File: config.mk
export PLATFORM = sky130hd
export DESIGN_NAME = prog_status_top
export DESIGN_NICKNAME = d
export VERILOG_FILES = /design/src/rtl/prog_status_pkg.sv /design/src/rtl/prog_cycle_timer.sv /design/src/rtl/power_up_guard.sv /design/src/rtl/read_tracker.sv /design/src/rtl/prog_status_top.sv
export SDC_FILE = /design/constraint.sdc
export NUM_CORES = 1
export LEC_CHECK = 0
export ABC_CLOCK_PERIOD_IN_PS = 1800
export BUFFER_PORTS_ARGS = -buffer_cell sky130_fd_sc_hd__buf_2
export CORE_ASPECT_RATIO = 1.5
export CORE_MARGIN = 3
export CORE_UTILIZATION = 40
export DETAILED_ROUTE_END_ITERATION = 10
export MAX_ROUTING_LAYER = met4
export PLACE_DENSITY_LB_ADDON = 0.3
export SLEW_MARGIN = 20
export SYNTH_ARGS = -nofsm -noshare
export SYNTH_HDL_FRONTEND = slang
export SYNTH_HIERARCHICAL = 1
export SYNTH_SLANG_ARGS = --single-unit
File: constraint.sdc
create_clock -name clk -period 1.8 [get_ports clk]
set_clock_uncertainty 0.1 [all_clocks]
set_input_delay 0.18 -clock clk [delete_from_list [all_inputs] [get_ports clk]]
set_output_delay 0.18 -clock clk [all_outputs]
set_load 0.01 [all_outputs]
File: src/rtl/prog_status_pkg.sv
package prog_status_pkg;

  typedef enum logic [1:0] {
    SRC_NONE   = 2'd0,
    SRC_ARRAY  = 2'd1,
    SRC_STATUS = 2'd2
  } bus_src_t;

  typedef struct packed {
    logic active;
    logic ended;
  } rd_evt_t;

  function automatic bus_src_t pick_src(input logic rd, input logic in_cycle);
    if (!rd)
      return SRC_NONE;
    else if (in_cycle)
      return SRC_STATUS;
    else
      return SRC_ARRAY;
  endfunction

  function automatic logic gate_write(input logic settled, input logic low_supply,
                                      input logic in_cycle);
    return settled & ~low_supply & ~in_cycle;
  endfunction

endpackage

File: src/rtl/prog_cycle_timer.sv
module prog_cycle_timer #(
  parameter int unsigned TICKS = 5000
) (
  input  logic clk,
  input  logic rst_n,
  input  logic start,
  output logic busy,
  output logic cycle_end
);
  localparam int unsigned CW = $clog2(TICKS + 1);
  localparam logic [CW-1:0] LAST = CW'(TICKS - 1);

  logic [CW-1:0] cnt;

  function automatic logic [CW-1:0] bump(input logic [CW-1:0] v);
    return v + CW'(1);
  endfunction

  assign cycle_end = busy && (cnt == LAST);

  always_ff @(posedge clk or negedge rst_n) begin
    if (!rst_n) begin
      busy <= 1'b0;
      cnt  <= '0;
    end else if (start) begin
      busy <= 1'b1;
      cnt  <= '0;
    end else if (busy) begin
      if (cycle_end) begin
        busy <= 1'b0;
        cnt  <= '0;
      end else begin
        cnt <= bump(cnt);
      end
    end
  end

endmodule

File: src/rtl/power_up_guard.sv
module power_up_guard #(
  parameter int unsigned INIT_TICKS = 7500
) (
  input  logic clk,
  input  logic rst_n,
  output logic settled
);
  localparam int unsigned CW = $clog2(INIT_TICKS + 1);
  localparam logic [CW-1:0] LAST = CW'(INIT_TICKS - 1);

  logic [CW-1:0] cnt;

  always_ff @(posedge clk or negedge rst_n) begin
    if (!rst_n) begin
      cnt     <= '0;
      settled <= 1'b0;
    end else if (!settled) begin
      if (cnt == LAST)
        settled <= 1'b1;
      else
        cnt <= cnt + CW'(1);
    end
  end

endmodule

File: src/rtl/read_tracker.sv
module read_tracker
  import prog_status_pkg::*;
(
  input  logic    clk,
  input  logic    rst_n,
  input  logic    ce_n,
  input  logic    oe_n,
  input  logic    we_n,
  input  logic    in_cycle,
  input  logic    restart,
  output rd_evt_t evt,
  output logic    flip_bit
);
  logic rd_now;
  logic rd_q;

  assign rd_now     = ~ce_n & ~oe_n & we_n;
  assign evt.active = rd_now;
  assign evt.ended  = rd_q & ~rd_now;

  always_ff @(posedge clk or negedge rst_n) begin
    if (!rst_n) begin
      rd_q     <= 1'b0;
      flip_bit <= 1'b0;
    end else begin
      rd_q <= rd_now;
      if (restart)
        flip_bit <= 1'b0;
      else if (in_cycle && evt.ended)
        flip_bit <= ~flip_bit;
    end
  end

endmodule

File: src/rtl/prog_status_top.sv
module prog_status_top
  import prog_status_pkg::*;
#(
  parameter int unsigned DATA_W      = 8,
  parameter int unsigned CYCLE_TICKS = 5000,
  parameter int unsigned INIT_TICKS  = 7500
) (
  input  logic              clk,
  input  logic              rst_n,
  input  logic              prog_start,
  input  logic              prog_msb,
  input  logic              ce_n,
  input  logic              oe_n,
  input  logic              we_n,
  input  logic [DATA_W-1:0] array_data,
  input  logic              supply_low,
  output logic [DATA_W-1:0] data_out,
  output logic              data_oe,
  output logic              busy,
  output logic              write_allow
);
  localparam int unsigned POLL_BIT = DATA_W - 1;
  localparam int unsigned FLIP_BIT = DATA_W - 2;

  logic     settled;
  logic     accept;
  logic     cycle_end;
  logic     saved_msb;
  logic     flip_q;
  rd_evt_t  rd_evt;
  bus_src_t src;

  function automatic logic [DATA_W-1:0] status_word(input logic msb, input logic flip,
                                                    input logic [DATA_W-1:0] raw);
    logic [DATA_W-1:0] w;
    w           = raw;
    w[POLL_BIT] = ~msb;
    w[FLIP_BIT] = flip;
    return w;
  endfunction

  assign write_allow = gate_write(settled, supply_low, busy);
  assign accept      = prog_start & write_allow;

  power_up_guard #(.INIT_TICKS(INIT_TICKS)) u_guard (
    .clk     (clk),
    .rst_n   (rst_n),
    .settled (settled)
  );

  prog_cycle_timer #(.TICKS(CYCLE_TICKS)) u_timer (
    .clk       (clk),
    .rst_n     (rst_n),
    .start     (accept),
    .busy      (busy),
    .cycle_end (cycle_end)
  );

  read_tracker u_rd (
    .clk      (clk),
    .rst_n    (rst_n),
    .ce_n     (ce_n),
    .oe_n     (oe_n),
    .we_n     (we_n),
    .in_cycle (busy),
    .restart  (accept),
    .evt      (rd_evt),
    .flip_bit (flip_q)
  );

  always_ff @(posedge clk or negedge rst_n) begin
    if (!rst_n)
      saved_msb <= 1'b0;
    else if (accept)
      saved_msb <= prog_msb;
  end

  assign src     = pick_src(rd_evt.active, busy);
  assign data_oe = rd_evt.active;

  always_comb begin
    unique case (src)
      SRC_ARRAY:  data_out = array_data;
      SRC_STATUS: data_out = status_word(saved_msb, flip_q, array_data);
      default:    data_out = '0;
    endcase
  end

endmodule

---- Word-level counts from Yosys, hierarchy flattened ----
Cells that the tools add are included.
cells by class
  $add $sub $neg .......................... 2
  eq/ne operators ......................... 4
  mux-type cells .......................... 13
  bitwise logic cells ..................... 15
  reduce and logical (&&, ||, !) cells .... 5
operator list
  cell                                            count
  2-to-1 mux 13 bit                               3
  adder 13 x 1 -> 13 bit (second input constant)  2
  == test 13 bit (second input constant)          2
  one-hot mux 8 bit (2 select lines)              1
  inverter 1 bit                                  9
  2-to-1 mux 1 bit                                7
  bitwise AND 1 bit                               6
  2-to-1 mux 2 bit                                2
  nonzero test 2 bit                              2
  == test 2 x 1 -> 1 bit (second input constant)  1
  == test 2 bit (second input constant)           1
  logical AND 1 bit                               2
  AND reduction 2 bit                             1
storage, ports and cells
  flip-flop bits (word level) ............. 31
  bits of input ports ..................... 16
  output and inout bits ................... 11
  logic and storage cells ................. 46

---- Logic depth before layout (Yosys ltp) ----
Gate-level depths: netlist (run 1).
  depth after elaboration ................. 8
  depth in mapped cells ................... 6
  mapped depth without buffers ............ 5

---- Modules after synthesis ----
Netlist (run 1), hierarchy kept.
by module, submodules not included
  module            instances  cells each  area an instance (um^2)  seq. area each (um^2)
  prog_cycle_timer  1          72          747.0                    350.3
  power_up_guard    1          56          665.6                    350.3
  prog_status_top   1          15          138.9                    25.0
  read_tracker      1          9           105.1                    50.0

---- Worst setup path before layout (run 1) ----
OpenSTA, ideal clock, no wires.
  path kind ............................... register to register
  start ................................... reg u_timer.busy
  end ..................................... reg u_timer.cnt[8]
  library setup time ...................... 0.120 ns
  data arrival time ....................... 1.849 ns
  data required time ...................... 1.580 ns
  slack ................................... -0.269 ns
  stages on the path, launching flop included .. 7
  buffers on the path ..................... 1
  clock period less this slack ............ 2.069 ns
  path through ............................ dfrtp_1 and4bb_4 clkbuf_1 nor2_1 nor4b_1 xnor2_1 nor2_1
between the ends
  longest elaborated chain between the ends .. 4
  elaborated cells on any way between the ends .. 8
  those cells by class .................... mux: 3; bitwise: 3; reduce/logical: 2
ends and longest elaborated chain
  what                                                            line                    RTL
  start: declaration                                              prog_cycle_timer.sv:7   output logic busy,
  start signal: assignment                                        prog_cycle_timer.sv:23  busy <= 1'b0;
  start signal: assignment                                        prog_cycle_timer.sv:26  busy <= 1'b1;
  start signal: assignment                                        prog_cycle_timer.sv:30  busy <= 1'b0;
  inverter 1 bit *                                                prog_status_pkg.sv:25   return settled & ~low_supply & ~in_cycle;
  bitwise AND 1 bit *                                             prog_status_pkg.sv:25
  bitwise AND 1 bit *                                             prog_status_top.sv:43   assign accept = prog_start & write_allow;
  net accept                                                      prog_status_top.sv:26   logic accept;
  2-to-1 mux 13 bit / nonzero test 2 bit (equally long branches)  n/a
  end signal: assignment                                          prog_cycle_timer.sv:33  cnt <= bump(cnt);
  end: declaration                                                prog_cycle_timer.sv:13  logic [CW-1:0] cnt;
Mark *: on every way through the listed nets, which the timed path passes. The rest lies on a longest branch. The select of a mux whose other input is x is not followed.
A chain may end at the register's enable or synchronous reset.

---- Worst setup path in the final report (run 1) ----
  start ................................... reg u_guard.cnt[7]
  end ..................................... reg u_guard.cnt[1]
between the ends
  longest elaborated chain between the ends .. 3
ends and longest elaborated chain
  what                           line                  RTL
  start: declaration             power_up_guard.sv:11  logic [CW-1:0] cnt;
  start signal: assignment       power_up_guard.sv:21  cnt <= cnt + CW'(1);
  == test 13 bit                 power_up_guard.sv:18  if (cnt == LAST)
  inverter 1 bit (no line)       n/a
  AND reduction 2 bit (no line)  n/a
No other way between the ends.

==> results by group, run 1 <==
Worst setup path
  – CP Launch Type: register
  – Crit path max fanout: 2
  – CP max stage cell: or4b_4
  – CP required: 1.88 ns
  – Delay-heaviest family, CP: simple AND/OR/NAND/NOR gates
  – Critical path, cell by cell: or4b_4, nor4b_4, a31oi_2, mux2_4
  – Worst endpoint data arrival time: 1.95 ns
  – WP buf/inv: 0
  – Worst setup EP type: register
  – WS Path Type: register to register
  – Max incr delay on CP: 0.55 ns

Global routing
  – Met1 Use GR: 18.1%
  – Met2 Track Usage GR: 31.8%
  – Met3 Resource Use GR: 3.23%
  – Pin count of the biggest net entering global routing: 32
  – First-pass GRT wire length: 6580 µm
  – Busiest layer in global routing: met2
  – GRT Total Usage: 17.8%
  – Initial antenna violation count: 0
  – Gr ovfl total: 0
  – Number of global-route vias before repair: 1442

Logic synthesis
  – Syn Area/Cell: 10.9 µm²
  – Syn_nets: 168
  – Synthesized cell area: 1640 µm²
  – Synth warnings: 6
  – Cells after Synth: 150

STA
  – Final slew viol count: 0
  – Setup ws final: -0.0731 ns
  – Relative slew slack: 53.9%
  – Min cycle time layout: 1.87 ns
  – Unrepaired setup endpoints after global routing: yes
  – Final Hold Fails: 0
  – Setup Viol. Count Final: 2
  – Worst Tran Pin Value: 0.691 ns
  – Fmax: 534 MHz
  – Final period util: 104%

Die
  – Initial Utilization: 43.0%
  – # IOs: 27
  – Die H: 84.5 µm
  – Core ar.: 3820 µm²
  – FP Rows: 27
  – Die width: 58.3 µm
  – Die area: 4920 µm²

CTS
  – Reg clk slew, reported paths: 0.07 ns
  – Clock tree buffer depth: 2
  – Clk root buf: clkbuf_8
  – Max H-tree Level: 2
  – Clock latency on the worst-skew pair: 0.29 ns
  – TritonCTS clock tree: done
  – CTS sink cnt: 31
  – CTS buffer count: 5

Placed design
  – GPL Wtd Cong: 0.864
  – HPWL after DPL: 2790 µm
  – DP Area: 1940 µm²
  – Worst slack, placed: -0.0941 ns
  – Port Buffer Count: 26

Pwr
  – Clk pwr share: 44.3%
  – Logic gate share of total power: 4.4%
  – PwrDens: 662 nW/µm²
  – Net load switching power: 0.000301 W
  – Sequential share of power: 51.3%
  – Sw Share: 21.8%
  – Int Power: 0.00108 W
  – Peak VDD IR: 568 µV
  – Leakage power: 0.994 nW

Job
  – Max-cap violations: 0

Finish
  – Synthesis-to-finish area growth: 27.1%
  – Most frequent cells in the layout: dfrtp_1, buf_2, buf_4, nor2_1, xor2_1
  – Multi-input logic area: 885 µm²
  – Nets: 215
  – Layout fillers: 357
  – Share of cells above drive strength 1: 34.8%
  – FF/Latch Area: 777 µm²
  – Design area: 2090 µm²
  – Leading cell type in the layout, fill and taps excluded: dfrtp_1
  – Number of diodes: 0

Status
  – Violated checks: negative setup slack
  – Outcome: finished, violations left

Hold path
  – Hold Path Class: input port to register

Routing
  – Via Count: 1318
  – Routed WL: 3800 µm
  – Pre-antenna DRT Iters: 4
  – Via density per instance: 5.47
  – Wire per inst: 15.7 µm
  – Number of antenna-violating nets in the routed design: 0
  – DR DRC count: 0
  – Iteration-0 DRC Markers: 71
through the flow:
stage	utilization (%)	cells	hold slack [ns]	TNS, ns	total power, W
global placement	50.8	232	0.147	-0.0543	0.000777
CTS	53.8	241	0.00488	-0.147	0.00140
detailed placement	50.8	232	0.168	-0.180	0.000782
floorplan	-	150	-0.216	-0.0667	0.000741
finish	54.7	241	0.00890	-0.133	0.00138
global route	54.7	241	0.0158	-0.314	0.00144
cell type report:
| type | count | share of cell area, % |
|---|---|---|
| repair buffers | 43 | 12.5 |
| inverters | 3 | 0.540 |
| multi-input cells | 113 | 42.4 |
| clock buffers | 8 | 4.80 |
| well taps | 43 | 2.58 |
| flip-flops and latches | 31 | 37.2 |
state kept, by name, indices dropped and copies added, names as in the netlist:
name,cells
u_timer/busy,1
u_guard/cnt,13
u_guard/settled,1
saved_msb,1
u_timer/cnt,13
u_rd/flip_bit,1
u_rd/rd_q,1
worst reg2reg max path: stages (launching register included):
cell     delay [ns]
dfrtp_1        0.38
or4b_4         0.55
nor4b_4        0.27
a31oi_2        0.15
mux2_4         0.31
worst paths after layout:
check	start	to	slack, ns	depth (start not counted)
max	u_guard/cnt[7]$_DFFE_PN0P_	u_guard/cnt[1]$_DFFE_PN0P_	-0.07	4
max in group asynchronous	rst_n	u_timer/busy$_DFF_PN0_	0.75	2
min	oe_n	u_rd/rd_q$_DFF_PN0_	0.009	2
min reg2reg	u_guard/cnt[12]$_DFFE_PN0P_	u_guard/cnt[12]$_DFFE_PN0P_	0.39	1
max reg2reg	u_guard/cnt[7]$_DFFE_PN0P_	u_guard/cnt[1]$_DFFE_PN0P_	-0.07	4
min in group asynchronous	rst_n	u_timer/cnt[6]$_DFFE_PN0P_	0.37	2
power by group through the flow:
stage | combinational (W) | sequential [W] | clock (W)
CTS | 0.0000624 | 0.000708 | 0.000630
detailed placement | 0.0000608 | 0.000721 | 0
global placement | 0.0000570 | 0.000720 | 0
global route | 0.0000701 | 0.000709 | 0.000658
finish | 0.0000606 | 0.000708 | 0.000612
floorplan | 0.0000216 | 0.000720 | 0
what timing repair did:
action / CTS / global route
pin swaps: 1 / 1
cloned: 0 / 0
setup endpoints to repair: 6 / 15
hold buffers: 1 / 0
endpoints found under the hold margin: 31 / 0
resized for setup: 2 / 6
setup buffers: 0 / 0
metal layers:
metal / wire (µm) / vias up
met5: 0 / -
met1: 1440 / 666
met4: 50 / 0
met3: 84 / 7
li1: - / 631
met2: 2220 / 14
No activity file was read; power rests on OpenSTA's default activity.
==> run 2: changes to the inputs <==
==> constraint.sdc (replaced) <==
create_clock -name clk -period 1.8 [get_ports clk]
set_clock_uncertainty 0.1 [all_clocks]
set_input_delay 0.36 -clock clk [delete_from_list [all_inputs] [get_ports clk]]
set_output_delay 0.36 -clock clk [all_outputs]
set_load 0.01 [all_outputs]
==> results by group, run 2 (synthesis results as in run 1) <==
Routing
  – Iteration-0 DRC Markers: 47
  – Number of antenna-violating nets in the routed design: 0
  – Wire per inst: 14.1 µm
  – Via Count: 1295
  – Routed WL: 3460 µm
  – DR DRC count: 0
  – Via density per instance: 5.29
  – Pre-antenna DRT Iters: 4

STA
  – Setup Viol. Count Final: 2
  – Fmax: 536 MHz
  – Final Hold Fails: 0
  – Relative slew slack: 55.1%
  – Final slew viol count: 0
  – Worst Tran Pin Value: 0.674 ns
  – Worst hold margin: 0.0192 ns
  – Final period util: 104%
  – TNS Setup: -0.106 ns
  – Unrepaired setup endpoints after global routing: yes
  – Setup ws final: -0.0652 ns
  – Min cycle time layout: 1.87 ns

Finish
  – Nets: 219
  – Number of diodes: 0
  – Layout fillers: 337
  – Most frequent cells in the layout: dfrtp_1, buf_2, buf_4, nor2_1, xor2_1
  – Share of cells above drive strength 1: 35.6%
  – Post-Layout Cell Count: 245
  – Top flop regs: u_guard/cnt x13, u_timer/cnt x13
  – Synthesis-to-finish area growth: 28.0%
  – Leading cell type in the layout, fill and taps excluded: dfrtp_1
  – Final core occ: 55.1%
  – Design area: 2100 µm²

Worst setup path
  – Worst reg2reg path depth: 4
  – Crit path max fanout: 2
  – Flop-to-flop setup slack: -0.07 ns
  – WS Path Type: register to register
  – Worst setup EP type: register
  – CP required: 1.86 ns
  – CP endpoint: u_guard/cnt[1]$_DFFE_PN0P_
  – Reg2Reg Launch Point: u_guard/cnt[7]$_DFFE_PN0P_
  – Reg-to-reg endpoint: u_guard/cnt[1]$_DFFE_PN0P_
  – Worst Setup SP: u_guard/cnt[7]$_DFFE_PN0P_
  – CP Launch Type: register
  – Worst endpoint data arrival time: 1.93 ns

Global routing
  – Initial antenna violation count: 0
  – First-pass GRT wire length: 5790 µm
  – Gr ovfl total: 0
  – Pin count of the biggest net entering global routing: 32
  – Number of global-route vias before repair: 1370
  – GRT Total Usage: 15.6%

CTS
  – Reg clk slew, reported paths: 0.07 ns
  – Clock tree buffer depth: 2
  – Hold buffers post-CTS: 0
  – CTS sink cnt: 31
  – CTS buffer count: 5
  – Clk root buf: clkbuf_8
  – TritonCTS clock tree: done
  – Max H-tree Level: 2
  – Clock latency on the worst-skew pair: 0.27 ns

Job
  – Max-cap violations: 0

Pwr
  – Peak VDD IR: 596 µV
  – Leakage power: 1.01 nW
  – PwrDens: 642 nW/µm²

Placed design
  – DP Area: 1950 µm²
  – GPL Wtd Cong: 0.850
  – Placed Cells: 234
  – Port Buffer Count: 26
  – HPWL after DPL: 2570 µm

Status
  – Outcome: finished, violations left
  – Violated checks: negative setup slack

Die
  – Initial Utilization: 43.0%
  – Die area: 4920 µm²
  – Die H: 84.5 µm
  – # IOs: 27
  – Die width: 58.3 µm
  – FP Rows: 27
  – Core ar.: 3820 µm²

Hold path
  – Hold Path Class: input port to asynchronous set/reset pin
-- run 2: what timing repair did --
item	in CTS	in global routing
buffers inserted	3	0
resized for setup	3	5
endpoints found under the hold margin	0	0
pin swaps	1	2
setup endpoints to repair	8	13
-- run 2: worst min path at each step --
stage          start                         end  slack [ns]  cells past startpoint
2_1_floorplan  rst_n       saved_msb$_DFFE_PN0P_       -0.04                      0
3_3_place_gp   rst_n  u_timer/cnt[6]$_DFFE_PN0P_        0.33                      1
3_5_place_dp   rst_n  u_timer/cnt[6]$_DFFE_PN0P_        0.34                      1
4_1_cts        rst_n  u_timer/cnt[0]$_DFFE_PN0P_        0.04                      1
5_1_grt        rst_n       saved_msb$_DFFE_PN0P_        0.05                      1
6_report       rst_n  u_timer/cnt[1]$_DFFE_PN0P_        0.02                      1
-- run 2: stage by stage --
step           setup WS [ns]  power, W
2_1_floorplan        -0.0660  0.000741
3_3_place_gp         -0.0348  0.000777
3_5_place_dp         -0.0833  0.000781
4_1_cts              -0.0750   0.00139
5_1_grt               -0.129   0.00142
6_report             -0.0652   0.00135
-- run 2: area by class of cell --
type | count | area (µm²) | area share [%]
Tap cell | 43 | 53.8 | 2.56
Multi-Input combinational cell | 113 | 865 | 41.1
Timing Repair Buffer | 47 | 295 | 14.0
Sequential cell | 31 | 777 | 37.0
Inverter | 3 | 11.3 | 0.536
Clock buffer | 8 | 100 | 4.76
-- run 2: report_power, final --
| group | switching [W] | internal (W) | leakage [nW] |
|---|---|---|---|
| logic | 0.0000316 | 0.0000259 | 0.580 |
| registers | 0.00000495 | 0.000704 | 0.380 |
| clock network | 0.000236 | 0.000348 | 0.0515 |
| total | 0.000272 | 0.00108 | 1.01 |
-- run 2: critical path, stage by stage, from the launching register on --
cell     delay, ns
dfrtp_1       0.38
or4b_4        0.55
nor4b_4       0.27
a31oi_2       0.15
mux2_4        0.32
-- run 2: per-layer routing --
| metal | part of all wire [%] | global-route usage, % | wire [µm] | vias up |
|---|---|---|---|---|
| met1 | 39 | 16.0 | 1340 | 637 |
| met2 | 57 | 27.6 | 1990 | 13 |
| li1 | - | - | - | 639 |
| met5 | 0 | - | 0 | - |
| met4 | 1.3 | 5.06 | 46 | 0 |
| met3 | 2.5 | 4.46 | 85 | 6 |
==> run 3: changes to the inputs <==
ABC_AREA = 1   (was not set)
CORE_MARGIN = 2   (was 3)
==> results by group, run 3 <==
Logic synthesis
  – Cells after Synth: 288
  – Syn_nets: 306
  – Synthesized cell area: 1980 µm²
  – Synth warnings: 6
  – Syn Area/Cell: 6.86 µm²

Die
  – Die width: 61.4 µm
  – Die area: 5530 µm²
  – Die H: 90.1 µm
  – Core ar.: 4810 µm²
  – Initial Utilization: 41.1%
  – # IOs: 27
  – FP Rows: 31

Worst setup path
  – Crit path max fanout: 10
  – Worst setup EP type: output pin
  – Worst endpoint data arrival time: 1.24 ns
  – CP Launch Type: register
  – WS Path Type: register to output pin
  – CP required: 1.34 ns

Pwr
  – Clk pwr share: 42.3%
  – Sw Share: 22.7%
  – Int Power: 0.00103 W
  – Sequential share of power: 53.2%
  – Net load switching power: 0.000303 W
  – Peak VDD IR: 294 µV
  – PwrDens: 585 nW/µm²
  – Logic gate share of total power: 4.5%
  – Leakage power: 1.24 nW

Routing
  – DR DRC count: 0
  – Iteration-0 DRC Markers: 130
  – Routed WL: 4390 µm
  – Pre-antenna DRT Iters: 5
  – Number of antenna-violating nets in the routed design: 0
  – Via Count: 1801
  – Wire per inst: 11.3 µm
  – Via density per instance: 4.65

STA
  – Setup ws final: 0.103 ns
  – TNS Setup: 0 ns
  – Final Hold Fails: 13
  – Unrepaired setup endpoints after global routing: no
  – Final slew viol count: 0
  – Final period util: 94.3%
  – Setup Viol. Count Final: 0
  – Worst Tran Pin Value: 0.412 ns
  – Fmax: 589 MHz
  – Worst hold margin: -0.0213 ns
  – Relative slew slack: 72.5%
  – Min cycle time layout: 1.70 ns

CTS
  – Max H-tree Level: 2
  – CTS buffer count: 5
  – # Post-CTS Setup Buffers: 0
  – Hold buffers post-CTS: 0
  – CTS resizes: 0
  – Clk root buf: clkbuf_8
  – Clock tree buffer depth: 2
  – TritonCTS clock tree: done
  – Reg clk slew, reported paths: 0.07 ns
  – Clock latency on the worst-skew pair: 0.28 ns
  – CTS sink cnt: 31

Finish
  – Number of diodes: 0
  – FF/Latch Area: 776 µm²
  – Share of cells above drive strength 1: 17.8%
  – Top flop regs: u_guard/cnt x13, u_timer/cnt x13
  – Layout fillers: 525
  – Leading cell type in the layout, fill and taps excluded: nand2_1
  – Most frequent cells in the layout: nand2_1, inv_1, dfrtp_1, nor2_1, buf_2
  – Nets: 339
  – Synthesis-to-finish area growth: 15.0%
  – Multi-input logic area: 1010 µm²

Global routing
  – First-pass GRT wire length: 7520 µm
  – Number of global-route vias before repair: 1746
  – Pin count of the biggest net entering global routing: 32
  – Gr ovfl total: 0
  – Initial antenna violation count: 0
  – GRT Total Usage: 17.8%

Job
  – Max-cap violations: 0

Placed design
  – HPWL after DPL: 3250 µm
  – Worst slack, placed: 0.126 ns
  – Port Buffer Count: 26
  – GPL Wtd Cong: 0.862

Status
  – Outcome: finished, violations left
  – Violated checks: negative hold slack

Hold path
  – Hold Path Class: input port to asynchronous set/reset pin
==> run 3: through the flow <==
step | cell area, µm² | util (%) | power [W] | instances
floorplan | 1980 | - | 0.000743 | 288
global placement | 2190 | 45.4 | 0.000783 | 380
detailed placement | 2190 | 45.4 | 0.000783 | 380
CTS | 2270 | 47.3 | 0.00136 | 387
global route | 2270 | 47.3 | 0.00139 | 387
finish | 2270 | 47.3 | 0.00133 | 387
==> run 3: critical path, stage by stage, from the launching register on <==
cell and delay (ns):
dfrtp_1 0.41, buf_4 0.19, inv_1 0.07, nand3_1 0.06, o21ai_1 0.09, buf_2 0.14
==> run 3: path summary, 6_finish.rpt <==
path,from,to,slack [ns],cells after the start
max in group asynchronous,rst_n,u_guard/cnt[10]$_DFFE_PN0P_,1.31,2
hold / removal,rst_n,u_timer/cnt[9]$_DFFE_PN0P_,-0.02,2
min in group clk,prog_msb,saved_msb$_DFFE_PN0P_,0.25,3
setup / recovery,u_timer/busy$_DFF_PN0_,data_out[7],0.10,5
setup reg to reg,u_guard/cnt[0]$_DFFE_PN0P_,u_guard/cnt[8]$_DFFE_PN0P_,0.20,8
hold reg to reg,saved_msb$_DFFE_PN0P_,saved_msb$_DFFE_PN0P_,0.40,2
==> run 3: power groups by stage <==
stage               clock network [W]  logic [W]  registers, W
detailed placement                  0  0.0000618      0.000721
finish                       0.000563  0.0000596      0.000708
global placement                    0  0.0000615      0.000722
CTS                          0.000588  0.0000619      0.000708
global route                 0.000612  0.0000705      0.000709
floorplan                           0  0.0000223      0.000720
==> run 3: layer usage <==
metal  global-route usage, %  share of wire, %  vias up
met3                    3.31               2.3       11
met2                    30.4                53       18
met4                    5.50               1.9        0
met5                       -                 0        -
li1                        -                 -      952
met1                    20.3                43      820
==> run 3: area by class of cell <==
type	instances	share of cell area [%]
clock buffer	6	3.63
clock inverter	1	0.220
inverter	41	6.77
multi-input combinational	212	44.6
sequential	31	34.1
tap	66	3.63
timing repair buffer	30	7.04
